===== src/rtl/wsm_pkg.sv =====
package wsm_pkg;
  localparam int WSM_LEVELS   = 3;
  localparam int WSM_LINE_AW  = 32;
  localparam int WSM_THR_W    = 4;
  localparam int WSM_THR_INIT = 4;

  typedef enum logic [1:0] {
    LVL_NEAR = 2'd0,
    LVL_MID  = 2'd1,
    LVL_FAR  = 2'd2
  } wsm_level_e;
endpackage


===== src/rtl/wsm_thresh_regs.sv =====
module wsm_thresh_regs #(
  parameter int LEVELS = 3,
  parameter int TW     = 4,
  parameter int INIT   = 4,
  localparam int SW    = (LEVELS > 1) ? $clog2(LEVELS) : 1
) (
  input  logic                       clk,
  input  logic                       rst_n,
  input  logic                       cfg_we,
  input  logic [SW-1:0]              cfg_sel,
  input  logic [TW-1:0]              cfg_value,
  output logic [LEVELS-1:0][TW-1:0]  thr_o,
  output logic [LEVELS-1:0]          clr_o
);
  for (genvar k = 0; k < LEVELS; k++) begin : g_lvl
    assign clr_o[k] = cfg_we && (cfg_sel == SW'(k));
    always_ff @(posedge clk or negedge rst_n) begin
      if (!rst_n)        thr_o[k] <= TW'(INIT);
      else if (clr_o[k]) thr_o[k] <= cfg_value;
    end
  end
endmodule


===== src/rtl/wsm_region_match.sv =====
module wsm_region_match #(
  parameter int AW = 32
) (
  input  logic          ld_valid,
  input  logic [AW-1:0] ld_line,
  input  logic          run_valid,
  input  logic [AW-1:0] run_start,
  input  logic [AW-1:0] run_last,
  output logic          hit
);
  logic [AW-1:0] off, span;
  // Modular offsets keep a run that wraps the index space contiguous.
  assign off  = ld_line - run_start;
  assign span = run_last - run_start;
  assign hit  = ld_valid && run_valid && (off <= span);
endmodule


===== src/rtl/wsm_run_tracker.sv =====
module wsm_run_tracker #(
  parameter int AW = 32,
  parameter int TW = 4
) (
  input  logic          clk,
  input  logic          rst_n,
  input  logic [TW-1:0] thr,
  input  logic          clr,
  input  logic          kill,
  input  logic          ev,
  input  logic [AW-1:0] ev_line,
  output logic          run_valid,
  output logic [AW-1:0] run_start,
  output logic [AW-1:0] run_last,
  output logic          stream
);
  logic [TW-1:0] cnt, cnt_next;
  logic          consec;

  assign consec = run_valid && (ev_line == run_last + AW'(1));

  always_comb begin
    if (thr == '0)          cnt_next = '0;
    else if (!consec)       cnt_next = TW'(1);
    else if (cnt >= thr)    cnt_next = thr;
    else                    cnt_next = cnt + TW'(1);
  end

  always_ff @(posedge clk or negedge rst_n) begin
    if (!rst_n) begin
      cnt       <= '0;
      run_valid <= 1'b0;
      run_start <= '0;
      run_last  <= '0;
      stream    <= 1'b0;
    end else if (clr || kill) begin
      cnt       <= '0;
      run_valid <= 1'b0;
      stream    <= 1'b0;
    end else if (ev) begin
      cnt       <= cnt_next;
      run_valid <= 1'b1;
      run_last  <= ev_line;
      if (!consec) run_start <= ev_line;
      if (thr != '0 && cnt_next == thr) stream <= 1'b1;
    end
  end

  AST_CNT_SAT: assert property (@(posedge clk) disable iff (!rst_n)
    cnt <= thr);
  AST_ZERO_OFF: assert property (@(posedge clk) disable iff (!rst_n)
    (thr == '0) |-> !stream);
  AST_EXIT_CLEARS: assert property (@(posedge clk) disable iff (!rst_n)
    kill |=> !stream);
  AST_SET_AT_THRESH: assert property (@(posedge clk) disable iff (!rst_n)
    $rose(stream) |-> ($past(ev) && cnt == thr));
endmodule


===== src/rtl/wsm_detector.sv =====
module wsm_detector
  import wsm_pkg::*;
#(
  parameter int LEVELS = WSM_LEVELS,
  parameter int AW     = WSM_LINE_AW,
  parameter int TW     = WSM_THR_W,
  parameter int INIT   = WSM_THR_INIT,
  localparam int SW    = (LEVELS > 1) ? $clog2(LEVELS) : 1
) (
  input  logic              clk,
  input  logic              rst_n,
  input  logic              wr_valid,
  output logic              wr_ready,
  input  logic [AW-1:0]     wr_line,
  input  logic              wr_full,
  input  logic              wr_cacheable,
  input  logic              ld_valid,
  output logic              ld_ready,
  input  logic [AW-1:0]     ld_line,
  input  logic              cfg_we,
  input  logic [SW-1:0]     cfg_sel,
  input  logic [TW-1:0]     cfg_value,
  output logic [LEVELS-1:0] stream_o
);
  logic [LEVELS-1:0][TW-1:0] thr;
  logic [LEVELS-1:0]         clr;
  logic [LEVELS-1:0]         run_valid;
  logic [LEVELS-1:0][AW-1:0] run_start, run_last;
  logic [LEVELS-1:0]         lvl_ev;
  logic                      full_ev, partial_ev, ld_hit, kill;

  assign wr_ready   = 1'b1;
  assign ld_ready   = 1'b1;
  assign full_ev    = wr_valid && wr_cacheable && wr_full;
  assign partial_ev = wr_valid && wr_cacheable && !wr_full;
  assign kill       = partial_ev || ld_hit;

  wsm_thresh_regs #(.LEVELS(LEVELS), .TW(TW), .INIT(INIT)) u_regs (
    .clk(clk), .rst_n(rst_n), .cfg_we(cfg_we), .cfg_sel(cfg_sel),
    .cfg_value(cfg_value), .thr_o(thr), .clr_o(clr)
  );

  wsm_region_match #(.AW(AW)) u_match (
    .ld_valid(ld_valid), .ld_line(ld_line), .run_valid(run_valid[0]),
    .run_start(run_start[0]), .run_last(run_last[0]), .hit(ld_hit)
  );

  for (genvar k = 0; k < LEVELS; k++) begin : g_lvl
    if (k == 0) begin : g_head
      assign lvl_ev[k] = full_ev;
    end else begin : g_chain
      // Deeper level sees only writes forwarded past a streaming level.
      assign lvl_ev[k] = full_ev && stream_o[k-1];
      AST_FWD_GATED: assert property (@(posedge clk) disable iff (!rst_n)
        $rose(stream_o[k]) |-> $past(stream_o[k-1]));
    end
    wsm_run_tracker #(.AW(AW), .TW(TW)) u_trk (
      .clk(clk), .rst_n(rst_n), .thr(thr[k]), .clr(clr[k]), .kill(kill),
      .ev(lvl_ev[k]), .ev_line(wr_line), .run_valid(run_valid[k]),
      .run_start(run_start[k]), .run_last(run_last[k]), .stream(stream_o[k])
    );
  end

  AST_LOAD_EXIT: assert property (@(posedge clk) disable iff (!rst_n)
    ld_hit |=> (stream_o == '0));
  AST_NONCACHE_QUIET: assert property (@(posedge clk) disable iff (!rst_n)
    (wr_valid && !wr_cacheable && !ld_hit && !cfg_we) |=> $stable(stream_o));
endmodule


===== config.mk =====
export PLATFORM = sky130hd
export DESIGN_NAME = wsm_detector
export DESIGN_NICKNAME = d
export VERILOG_FILES = /design/src/rtl/wsm_pkg.sv /design/src/rtl/wsm_thresh_regs.sv /design/src/rtl/wsm_region_match.sv /design/src/rtl/wsm_run_tracker.sv /design/src/rtl/wsm_detector.sv
export SDC_FILE = /design/constraint.sdc
export NUM_CORES = 1
export LEC_CHECK = 0
export BUFFER_PORTS_ARGS = -buffer_cell sky130_fd_sc_hd__buf_2
export CORE_ASPECT_RATIO = 0.5
export CORE_MARGIN = 5
export CORE_UTILIZATION = 58
export CTS_CLUSTER_SIZE = 24
export DETAILED_ROUTE_END_ITERATION = 8
export PLACE_DENSITY = 0.79
export SYNTH_ARGS = -nofsm -noshare
export SYNTH_HDL_FRONTEND = slang
export SYNTH_HIERARCHICAL = 1
export SYNTH_SLANG_ARGS = --single-unit

===== constraint.sdc =====
create_clock -name clk -period 5.4 [get_ports clk]
set_clock_uncertainty 0.05 [all_clocks]
set_input_delay 0 -clock clk [delete_from_list [all_inputs] [get_ports clk]]
set_output_delay 0 -clock clk [all_outputs]
set_load 0.01 [all_outputs]

After elaboration in Yosys (flattened, before gate mapping) --
Cells that the tools add are included.
Operators by class: add/subtract/negate cells 8, multiply operators 0, divide/modulo/power cells 0, $lt $le $gt $ge 4, equal/unequal tests 8, shift-type cells 0, multiplexer cells 30, bitwise gates (word level) 4, reductions and logical operators 41
Operators by type and width (count):
- 32-bit by 1-bit adder with 32-bit output, second input constant | 3
- 32-bit == test | 3
- 32-bit subtractor | 2
- 4-bit two-way mux | 15
- 32-bit <= comparator | 1
- 1-bit logical AND | 16
- 1-bit two-way mux | 15
- 4-bit by 1-bit adder with 4-bit output, second input constant | 3
- 4-bit == test | 3
- 4-bit >= comparator | 3
- 4-bit zero test | 3
- 2-bit AND reduction | 6
- 2-bit nonzero test | 6
- 4-bit nonzero test | 3
- 1-bit logical OR | 4
- 1-bit NOT | 4
- 3-bit AND reduction | 1
- 2-bit by 1-bit == test with 1-bit output, second input constant | 1
- 2-bit == test, second input constant | 1
- 2-bit zero test | 1
- 1-bit zero test | 1
Word-level totals: register bits 158, latch bits 0, memory bits (writable) 0, ROM bits 0, bits of input ports 77, logic and storage cells 111, memories 0

Longest topological paths before layout --
Gate-level depths: netlist of run 1.
word-level depth 10, depth in mapped cells 24

Cells and area by module --
Netlist of run 1, hierarchy kept.
By module, submodules not included:
- wsm_run_tracker (g_lvl[0].u_trk ...) | instances 2, cells an instance 395, area each 4360.4 µm², sequential area each 1751.7 µm²
- wsm_region_match | instances 1, cells an instance 586, area each 4250.3 µm², sequential area each 0.0 µm²
- wsm_run_tracker (g_lvl[2].u_trk) | instances 1, cells an instance 398, area each 4187.8 µm², sequential area each 1751.7 µm²
- wsm_thresh_regs | instances 1, cells an instance 29, area each 480.5 µm², sequential area each 304.0 µm²
- wsm_detector | instances 1, cells an instance 8, area each 53.8 µm², sequential area each 0.0 µm²

Worst setup path before layout of run 1 --
No wires, ideal clock.
kind register -> register, from register g_lvl[0].u_trk.run_last[0], to register g_lvl[2].u_trk.run_last[0], library setup time 125 ps, arrival time 5643 ps, required time 5225 ps, setup slack -418 ps, stages on the path, launching flop included 23, path buffers 2, clock period less this slack 5818 ps, cell sequence dfrtp_1 inv_1 ha_1 fa_1 nand2b_1 a21oi_1 o2111ai_1 a31o_2 o31ai_1 a31oi_1 xor2_1 ha_1 nand4_1 or2_2 o311ai_0 a211oi_1 a31o_2 o21bai_1 or2_2 clkbuf_1 nor2_1 clkbuf_1 mux2_2
On the way: cells in the longest elaborated chain, start to end 7
RTL lines:
- start: declaration | line wsm_run_tracker.sv:14 | output logic [AW-1:0] run_last,
- start signal: assignment | line wsm_run_tracker.sv:43 | run_last <= ev_line;
- 32-bit subtractor | line wsm_region_match.sv:14 | assign span = run_last - run_start;
- 32-bit <= comparator | line wsm_region_match.sv:15 | assign hit = ld_valid && run_valid && (off <= span);
- 1-bit logical AND | line wsm_region_match.sv:15
- via ld_hit | line wsm_detector.sv:30 | logic full_ev, partial_ev, ld_hit, kill;
- 1-bit logical OR | line wsm_detector.sv:36 | assign kill = partial_ev || ld_hit;
- via kill | line wsm_detector.sv:30
- 1-bit logical OR | line wsm_run_tracker.sv:36 | end else if (clr || kill) begin
- 1-bit NOT (no source line)
- 2-bit AND reduction (no source line)
- end signal: assignment | line wsm_run_tracker.sv:43
- end: declaration | line wsm_run_tracker.sv:14
The timed path passes the listed nets, and every way through them passes these cells. A chain may end at the register's enable or synchronous reset.

Worst setup path in the final report of run 1 --
from register g_lvl[0].u_trk.run_start[1], to register g_lvl[2].u_trk.run_last[1]
On the way: cells in the longest elaborated chain, start to end 7, elaborated cells on any way between the ends 8
RTL lines:
- start: declaration | line wsm_run_tracker.sv:13 | output logic [AW-1:0] run_start,
- start signal: assignment | line wsm_run_tracker.sv:44 | if (!consec) run_start <= ev_line;
- 32-bit subtractor, on equally long branches | line wsm_region_match.sv:13, wsm_region_match.sv:14
- 32-bit <= comparator (*) | line wsm_region_match.sv:15
- 1-bit logical AND (*) | line wsm_region_match.sv:15
- via ld_hit | line wsm_detector.sv:30
- 1-bit logical OR (*) | line wsm_detector.sv:36
- via kill | line wsm_detector.sv:30
- 1-bit logical OR (*) | line wsm_run_tracker.sv:36
- 1-bit NOT (no source line) (*)
- 2-bit AND reduction (no source line) (*)
The timed path passes the listed nets; every way through them passes the cells marked *.

==> flow_summary_export.csv, run 1 <==
group,metric,value,unit
place,place_congestion,0.933,
place,dpl_worst_slack,-0.0938,ns
layout,areaGrowthSynthToFinish,15.3,%
layout,layout_commonest_cell,"dfrtp_1",
drt,vias_per_cell,6.32,
sta,hold_violations,0,
drt,drtIter0Drc,1164,
place,portBuffers,79,
synth,synth_area_per_cell,9.06,um^2
worst_setup_path,path_class,"flip-flop to flip-flop",
drt,wl_per_cell,19.1,um
clock_network,clk_path_buf_depth,2,
worst_setup_path,required,5.67,ns
sta,fin_tns_setup,0,ns
floorplan,design.core.area,25300,um^2
worst_setup_path,r2r-start,"g_lvl[0].u_trk/run_start[1]",
drt,routed_wl,41100,um
sta,fin_crit_sh,98.1,%
worst_setup_path,start_kind,"flip-flop",
layout,final_area,17300,um^2
layout,layout-drive-gt1-share,21.7,%
drt,firstDrtPassIters,6,
sta,worst_pin_slew,1.09,ns
drt,met3_length,2960,um
grt,grt_first_pass_wirelength,65600,um
worst_setup_path,critical_path_arrival,5.57,ns
sta,slew_headroom,26.0,%
sta,slew_viol_final,0,
drt,top_layer,"met5",
layout,fin_cells,2153,
drt,wl_met2,18900,um
pwr,peakVddDrop,0.294,mV
drt,ant_nets,0,
place,hpwl,29800,um
clock_network,htreeDepth,4,
floorplan,fp.dieW,238,um
hold_path,hold_end,"g_lvl[0].u_trk/run_last[0]",
pwr,pwr_density_cell,590,nW/um^2
grt,grt_usage,27.3,%
place,dpl_cell_area,15900,um^2
hold_path,worstHoldStart,"wr_line[0]",
run_status,status,"finished, final reports clean",
worst_setup_path,rrSetupSlack,0.10,ns
floorplan,row_count,41,
place,placed_cells,2071,
drt,drc,0,
drt,drt-met1-wl,18300,um
worst_setup_path,crit_path_end_kind,"flip-flop",
clock_network,clk_pin_slew_worst_paths,0.07,ns
sta,timing.fmax,189,MHz
floorplan,die_area,29400,um^2
flow_run,drv_cap,0,
clock_network,cts_tree,"done",
layout,final_cell_mix,"154 x dfrtp_1, 111 x nand2_1, 107 x xnor2_1",
worst_setup_path,cp-startpoint,"g_lvl[0].u_trk/run_start[1]",
synth,syn_inst,1660,
synth,netlist_area,15000,um^2
sta,setup_slack,0.103,ns
worst_setup_path,r2r_cells,21,
clock_network,numCtsBuffers,17,
grt,grt_overflow,0,
floorplan,fp.dieH,124,um
floorplan,io_pins,82,
grt,antenna_found_initial,1,
sta,finalSetupViolCount,0,
worst_setup_path,worst-path-max-fanout,5,
pwr,p_leak,7.70,nW
hold_path,min_path_type,"input pin to flip-flop",
hold_path,whs_path_depth,2,
layout,antennaDiodeCount,0,
layout,postLayoutCoreUtil,68.4,%
synth,synth_warnings,6,
drt,vias,13600,
clock_network,root_buffer,"clkbuf_16",
worst_setup_path,critical_path.reg2reg.endpoint,"g_lvl[2].u_trk/run_last[1]",
layout,nets,1987,
grt,grt_pass1_vias,13000,
clock_network,cts.sink_count,158,
grt,grt_max_degree,105,
sta,period_minus_slack,5.30,ns
floorplan,start_util,59.3,%
clock_network,clkLatencyLatePin,0.45,ns
## final cells by class
type	count	area [um^2]
well taps	344	430
clock buffers	18	429
fillers	2007	8000
inverters	83	312
repair buffers	167	1290
clock inverters	14	149
multi-input cells	1369	10800
flip-flops and latches	158	3960
## per-stage QoR
step | hold WS, ns | power (mW)
after CTS | 0.00883 | 9.84
final | 0.0174 | 10.2
after floorplan | -0.346 | 6.90
after detailed placement | 0.134 | 8.46
after global routing | 0.0233 | 11.1
after global placement | 0.127 | 8.30
## routing by layer
| layer | track usage, % | up-vias |
|---|---|---|
| met5 | 0 | - |
| met4 | 6.81 | 2 |
| met3 | 5.00 | 86 |
| met2 | 45.4 | 574 |
| met1 | 37.3 | 6466 |
| li1 | - | 6475 |
## power breakdown
group | switching (mW) | internal (mW)
combinational | 3.85 | 3.25
clock | 0.562 | 0.655
sequential | 0.419 | 1.50
total | 4.84 | 5.40
## repair_timing
item / in CTS / in global routing
endpoints found under the hold margin: 224 / 0
setup endpoints to repair: 115 / 122
pin swaps: 3 / 14
hold buffers: 39 / 0
gates resized for setup: 17 / 42
cloned: 1 / 3
setup buffers: 1 / 6
## worst max path at each step
stage                                   to  cells after the start  slack [ns]
3_5_place_dp         g_lvl[2].u_trk/stream                     20       -0.09
4_1_cts        g_lvl[2].u_trk/run_last[18]                     21      0.0007
6_report        g_lvl[2].u_trk/run_last[1]                     21        0.10
3_3_place_gp   g_lvl[2].u_trk/run_last[28]                     20        0.01
2_1_floorplan   g_lvl[2].u_trk/run_last[0]                     22        0.03
5_1_grt        g_lvl[2].u_trk/run_last[11]                     21       -0.07
## registers in the layout (all words and copies together) (netlist names)
| name | cells |
|---|---|
| g_lvl.u_trk/stream | 3 |
| g_lvl.u_trk/run_last | 96 |
| g_lvl.u_trk/cnt | 12 |
| g_lvl.u_trk/run_start | 32 |
| u_regs/thr_o | 12 |
| g_lvl.u_trk/run_valid | 3 |
## worst max-delay path: stages (launching register included)
cell	delay, ns
dfrtp_2	0.41
inv_1	0.08
ha_1	0.29
nor2b_4	0.17
o2111ai_2	0.19
a211oi_4	0.39
o21ai_2	0.10
buf_4	0.15
o21ai_2	0.18
a41oi_1	0.21
xnor2_1	0.17
ha_1	0.30
nand4_1	0.12
or2_2	0.35
nor3_2	0.28
a211oi_2	0.12
a31o_4	0.26
o21bai_4	0.19
or2_4	0.28
nor2_4	0.29
clkbuf_16	0.23
mux2_2	0.33
No activity file was read; power rests on OpenSTA's default activity.
==> inputs of run 2 (changes only) <==
--- a/config.mk
+++ b/config.mk
@@ -5,13 +5,14 @@
 export SDC_FILE = /design/constraint.sdc
 export NUM_CORES = 1
 export LEC_CHECK = 0
+export ABC_AREA = 1
 export BUFFER_PORTS_ARGS = -buffer_cell sky130_fd_sc_hd__buf_2
 export CORE_ASPECT_RATIO = 0.5
 export CORE_MARGIN = 5
 export CORE_UTILIZATION = 58
 export CTS_CLUSTER_SIZE = 24
 export DETAILED_ROUTE_END_ITERATION = 8
-export PLACE_DENSITY = 0.79
+export PLACE_DENSITY_LB_ADDON = 0.05
 export SYNTH_ARGS = -nofsm -noshare
 export SYNTH_HDL_FRONTEND = slang
 export SYNTH_HIERARCHICAL = 1
==> constraint.sdc (replaced) <==
create_clock -name clk -period 4.2 [get_ports clk]
set_clock_uncertainty 0.05 [all_clocks]
set_input_delay 0 -clock clk [delete_from_list [all_inputs] [get_ports clk]]
set_output_delay 0 -clock clk [all_outputs]
set_load 0.01 [all_outputs]
==> flow_summary_export.csv, run 2 <==
group,metric,value,unit
pwr,pwr_density_cell,679,nW/um^2
floorplan,die_area,32600,um^2
floorplan,design.core.area,28700,um^2
worst_setup_path,start_kind,"flip-flop",
layout,final_cell_mix,"915 x nand2_1, 397 x inv_1, 230 x nor2_1",
pwr,peakVddDrop,0.355,mV
flow_run,drv_cap,0,
sta,slew_viol_final,0,
synth,synth_warnings,6,
place,portBuffers,79,
layout,layout_commonest_cell,"nand2_1",
place,dpl_cell_area,18500,um^2
grt,grt_usage,31.3,%
worst_setup_path,path_class,"flip-flop to flip-flop",
sta,period_minus_slack,4.12,ns
run_status,status,"finished, final reports clean",
clock_network,clk_pin_slew_worst_paths,0.07,ns
synth,synth_area_per_cell,6.12,um^2
clock_network,clkLatencyLatePin,0.44,ns
clock_network,numCtsBuffers,17,
drt,wl_per_cell,15.7,um
place,hpwl,40400,um
layout,areaGrowthSynthToFinish,23.8,%
layout,regMostFlops,"g_lvl.u_trk/run_last",
worst_setup_path,critPathBufInv,6,
worst_setup_path,critPathTopFamily,"simple AND/OR/NAND/NOR gates",
sta,fin_crit_sh,98.1,%
clock_network,clk_path_buf_depth,2,
layout,final_area,20800,um^2
drt,vias,18200,
grt,grt_pass1_vias,16900,
layout,nets,3190,
layout,fill_cells,2492,
sta,hold_violations,0,
synth,syn_inst,2742,
drt,drtIter0Drc,1461,
worst_setup_path,worst-path-max-fanout,8,
drt,vias_per_cell,5.36,
clock_network,root_buffer,"clkbuf_16",
worst_setup_path,path_common_cell,"nand2_1",
layout,layout-drive-gt1-share,19.0,%
floorplan,fp.dieW,251,um
place,place_congestion,0.948,
worst_setup_path,crit_path_end_kind,"flip-flop",
drt,ant_nets,0,
grt,grt_overflow,0,
sta,slew_headroom,44.3,%
sta,finalSetupViolCount,0,
floorplan,start_util,58.4,%
worst_setup_path,required,4.50,ns
sta,timing.fmax,243,MHz
sta,worst_pin_slew,0.835,ns
grt,grt_first_pass_wirelength,82900,um
layout,largest_reg_flops,96,
drt,routed_wl,53300,um
worst_setup_path,max_stage_delay,0.45,ns
sta,hold_ws,0.130,ns
floorplan,row_count,44,
clock_network,cts.sink_count,158,
grt,antenna_found_initial,0,
grt,grt_max_degree,85,
worst_setup_path,slowest_stage,"dfrtp_2",
layout,antennaDiodeCount,0,
drt,drc,0,
clock_network,htreeDepth,4,
layout,top_regs,"g_lvl.u_trk/run_last x96, g_lvl.u_trk/run_start x32",
floorplan,fp.dieH,130,um
drt,firstDrtPassIters,7,
hold_path,min_path_type,"input pin to async pin",
worst_setup_path,critical_path_arrival,4.42,ns
clock_network,cts_tree,"done",
synth,netlist_area,16800,um^2
sta,rsz0062_at_grt,"true",
pwr,p_leak,10.9,nW
floorplan,io_pins,82,
## run 2: through the flow
stage	instances	setup TNS (ns)	total power, mW	worst slack [ns]	utilization, %
2_1_floorplan	2743	0	8.50	0.190	-
3_3_place_gp	3300	-5.52	10.9	-0.0966	64.3
3_5_place_dp	3300	-14.31	11.0	-0.210	64.3
4_1_cts	3388	0	13.0	0.00109	69.3
5_1_grt	3403	-1.50	15.4	-0.0928	72.3
6_report	3403	0	14.1	0.0806	72.3
## run 2: worst reg2reg max path: stages (launching register included)
cell and delay (ns):
dfrtp_2 0.45, ha_4 0.18, fa_2 0.40, o21ai_4 0.21, buf_6 0.13, nand2_1 0.04
nand2_1 0.14, nand3b_1 0.14, nand4_1 0.12, nand2_1 0.07, ha_1 0.27, nand2_1 0.05
nor2_1 0.12, nand2_2 0.09, nor2_2 0.10, nand2_1 0.07, nand2_2 0.08, a21oi_4 0.10
inv_4 0.08, nand2_4 0.06, nor2_4 0.12, inv_2 0.06, nor2_4 0.16, buf_6 0.14
clkinvlp_4 0.20, buf_6 0.22, o21ai_0 0.17
## run 2: timing repair
action / CTS / global route
resized for setup: 62 / 194
pin swaps: 5 / 36
setup endpoints to repair: 140 / 145
setup buffers: 6 / 12
cloned: 1 / 5
endpoints found under the hold margin: 225 / 0
hold buffers: 49 / 0
## run 2: worst paths after layout
kind                            slack (ns)  depth (start not counted)                     endpoint                        start
worst max-delay path                  0.08                         26  g_lvl[0].u_trk/run_last[23]  g_lvl[0].u_trk/run_start[0]
worst min-delay path                  0.13                          2   g_lvl[2].u_trk/run_last[1]                        rst_n
worst max register to register        0.08                         26  g_lvl[0].u_trk/run_last[23]  g_lvl[0].u_trk/run_start[0]
worst min register to register        0.45                          2        g_lvl[2].u_trk/stream        g_lvl[2].u_trk/stream
max in group asynchronous             2.95                          3              u_regs/thr_o[2]                        rst_n
min in group clk                      0.29                          7     g_lvl[0].u_trk/run_valid                     wr_valid
## run 2: per-layer routing
metal  GRT usage (%)  vias to the layer above  wire length, um
met1            41.9                     8386            23900
met5               0                        -                0
met2            54.0                      610            25000
met4            9.62                        0             1450
met3            3.60                      105             3080
li1                -                     9127                -
## run 2: cell type report
cell class	instances	area (um^2)	area share, %
Clock buffer	22	464	2.23
Clock inverter	10	139	0.669
Inverter	449	1700	8.17
Multi-Input combinational cell	2109	11900	57.4
Sequential cell	158	3960	19.1
Tap cell	391	489	2.36
Timing Repair Buffer	264	2090	10.1
## run 2: report_power, final
group	internal [mW]	total, mW	switching (mW)
sequential	2.08	2.74	0.668
combinational	4.00	9.73	5.73
clock	0.966	1.62	0.650
total	7.05	14.1	7.05
==> inputs of run 3 (changes only) <==
--- a/config.mk
+++ b/config.mk
@@ -9,10 +9,11 @@
 export BUFFER_PORTS_ARGS = -buffer_cell sky130_fd_sc_hd__buf_2
 export CORE_ASPECT_RATIO = 0.5
 export CORE_MARGIN = 5
-export CORE_UTILIZATION = 58
+export CORE_UTILIZATION = 25
 export CTS_CLUSTER_SIZE = 24
 export DETAILED_ROUTE_END_ITERATION = 8
 export PLACE_DENSITY_LB_ADDON = 0.05
+export SLEW_MARGIN = 25
 export SYNTH_ARGS = -nofsm -noshare
 export SYNTH_HDL_FRONTEND = slang
 export SYNTH_HIERARCHICAL = 1
==> flow_summary_export.csv, run 3 (synthesis results as in run 2) <==
group,metric,value,unit
run_status,status,"finished, final reports clean",
clock_network,numCtsBuffers,17,
layout,largest_reg_flops,96,
drt,drtIter0Drc,904,
grt,grt_first_pass_wirelength,100000,um
clock_network,htreeDepth,4,
layout,fin_cells,4086,
hold_path,min_path_type,"input pin to async pin",
worst_setup_path,path_class,"flip-flop to flip-flop",
sta,hold_violations,0,
worst_setup_path,crit_path_end_kind,"flip-flop",
grt,grt_pass1_vias,17700,
floorplan,design.core.area,66700,um^2
layout,regArea,3960,um^2
sta,hold_ws,0.0622,ns
floorplan,fp.dieW,376,um
layout,antennaDiodeCount,0,
pwr,p_leak,11.9,nW
layout,areaGrowthSynthToFinish,35.6,%
drt,drc,0,
floorplan,row_count,67,
layout,layout-drive-gt1-share,22.9,%
drt,wl_per_cell,16.1,um
layout,multi_input_area,11800,um^2
worst_setup_path,max_stage_delay,0.39,ns
worst_setup_path,start_kind,"flip-flop",
drt,firstDrtPassIters,6,
floorplan,die_area,72700,um^2
place,dpl_worst_slack,-0.371,ns
layout,final_cell_mix,"912 x nand2_1, 400 x inv_1, 278 x buf_4",
clock_network,cts.sink_count,158,
layout,regMostFlops,"g_lvl.u_trk/run_last",
sta,rsz0062_at_grt,"true",
sta,slew_headroom,49.1,%
sta,slew_viol_final,0,
worst_setup_path,required,4.49,ns
grt,grt_max_degree,90,
layout,nets,3367,
flow_run,drv_cap,0,
drt,ant_nets,0,
place,placed_cells,3977,
pwr,peakVddDrop,0.267,mV
layout,fill_cells,7499,
grt,antenna_found_initial,0,
worst_setup_path,rrSetupSlack,0.06,ns
worst_setup_path,path_common_cell,"nand2_1",
worst_setup_path,slowest_stage,"dfrtp_1",
layout,layout_commonest_cell,"nand2_1",
floorplan,start_util,25.1,%
sta,period_minus_slack,4.14,ns
sta,fin_crit_sh,98.5,%
clock_network,clkLatencyLatePin,0.46,ns
clock_network,clk_pin_slew_worst_paths,0.06,ns
grt,grt_overflow,0,
layout,top_regs,"g_lvl.u_trk/run_last x96, g_lvl.u_trk/run_start x32",
place,portBuffers,79,
grt,grt_usage,17.8,%
drt,vias_per_cell,4.35,
worst_setup_path,critical_path_arrival,4.43,ns
floorplan,fp.dieH,193,um
pwr,pwr_density_cell,668,nW/um^2
clock_network,clk_path_buf_depth,2,
drt,routed_wl,65700,um
place,place_congestion,0.823,
clock_network,cts_tree,"done",
worst_setup_path,worst-path-max-fanout,8,
place,hpwl,52700,um
sta,finalSetupViolCount,0,
drt,vias,17800,
floorplan,io_pins,82,
sta,setup_slack,0.0627,ns
sta,worst_pin_slew,0.764,ns
clock_network,root_buffer,"clkbuf_16",
sta,timing.fmax,242,MHz
-- run 3: changes by cell type in the layout (fill, tap and decap cells not counted), moves of 5 or more --
| cell | change |
|---|---|
| ha_1 | +14 |
| buf_4 | +160 |
| o21ai_0 | -29 |
| ha_4 | -9 |
| ha_2 | -5 |
| o21ai_1 | +28 |
-- run 3: path summary, 6_finish.rpt --
check | end | cells past startpoint | startpoint
min in group clk | u_regs/thr_o[3] | 4 | cfg_value[3]
hold / removal | u_regs/thr_o[7] | 2 | rst_n
setup / recovery | g_lvl[0].u_trk/run_last[18] | 31 | g_lvl[0].u_trk/run_start[14]
hold reg to reg | g_lvl[1].u_trk/stream | 2 | g_lvl[1].u_trk/stream
max in group asynchronous | g_lvl[0].u_trk/run_start[0] | 3 | rst_n
setup reg to reg | g_lvl[0].u_trk/run_last[18] | 31 | g_lvl[0].u_trk/run_start[14]
-- run 3: timing repair --
item	4_1_cts	5_1_grt
hold buffers	51	0
endpoints found under the hold margin	212	0
cloned	3	7
pin swaps	24	43
setup buffers	6	12
gates resized for setup	92	185
endpoints found under the setup margin	141	144
-- run 3: where the power goes --
part	internal (mW)	leakage [nW]	switching, mW
registers	2.07	1.96	0.678
clock network	0.907	0.288	0.719
logic	4.82	9.60	5.99
total	7.80	11.9	7.39
-- run 3: area by class of cell --
| class | instances | share of cell area (%) |
|---|---|---|
| Tap cell | 897 | 4.93 |
| Timing Repair Buffer | 441 | 15.8 |
| Clock inverter | 10 | 0.506 |
| Multi-Input combinational cell | 2109 | 51.9 |
| Clock buffer | 22 | 2.04 |
| Inverter | 449 | 7.47 |
| Sequential cell | 158 | 17.4 |
-- run 3: metal layers --
layer  vias up  global-route usage (%)  share of wire (%)
met5         -                       0                  0
met4         0                    3.19                1.1
met3        48                    2.10                2.0
met2       195                    29.7                 46
met1      8036                    25.2                 51
li1       9514                       -                  -
-- run 3: metrics by stage --
step / utilization (%) / area, um^2 / total power, mW / setup TNS [ns]
2_1_floorplan: - / 16800 / 8.50 / 0
4_1_cts: 32.9 / 21900 / 14.8 / 0
5_1_grt: 34.1 / 22800 / 16.9 / -21.65
6_report: 34.1 / 22800 / 15.2 / 0
3_3_place_gp: 30.6 / 20400 / 12.7 / -30.91
3_5_place_dp: 30.6 / 20400 / 12.6 / -33.97
-- run 3: critical path, delay by kind of cell (launching register included) --
| family | cells | cell delay [ns] |
|---|---|---|
| buf+inv | 9 | 1.09 |
| flops | 1 | 0.39 |
| simple gates | 15 | 1.30 |
| compound gates | 5 | 0.58 |
| fa+ha+maj | 2 | 0.58 |
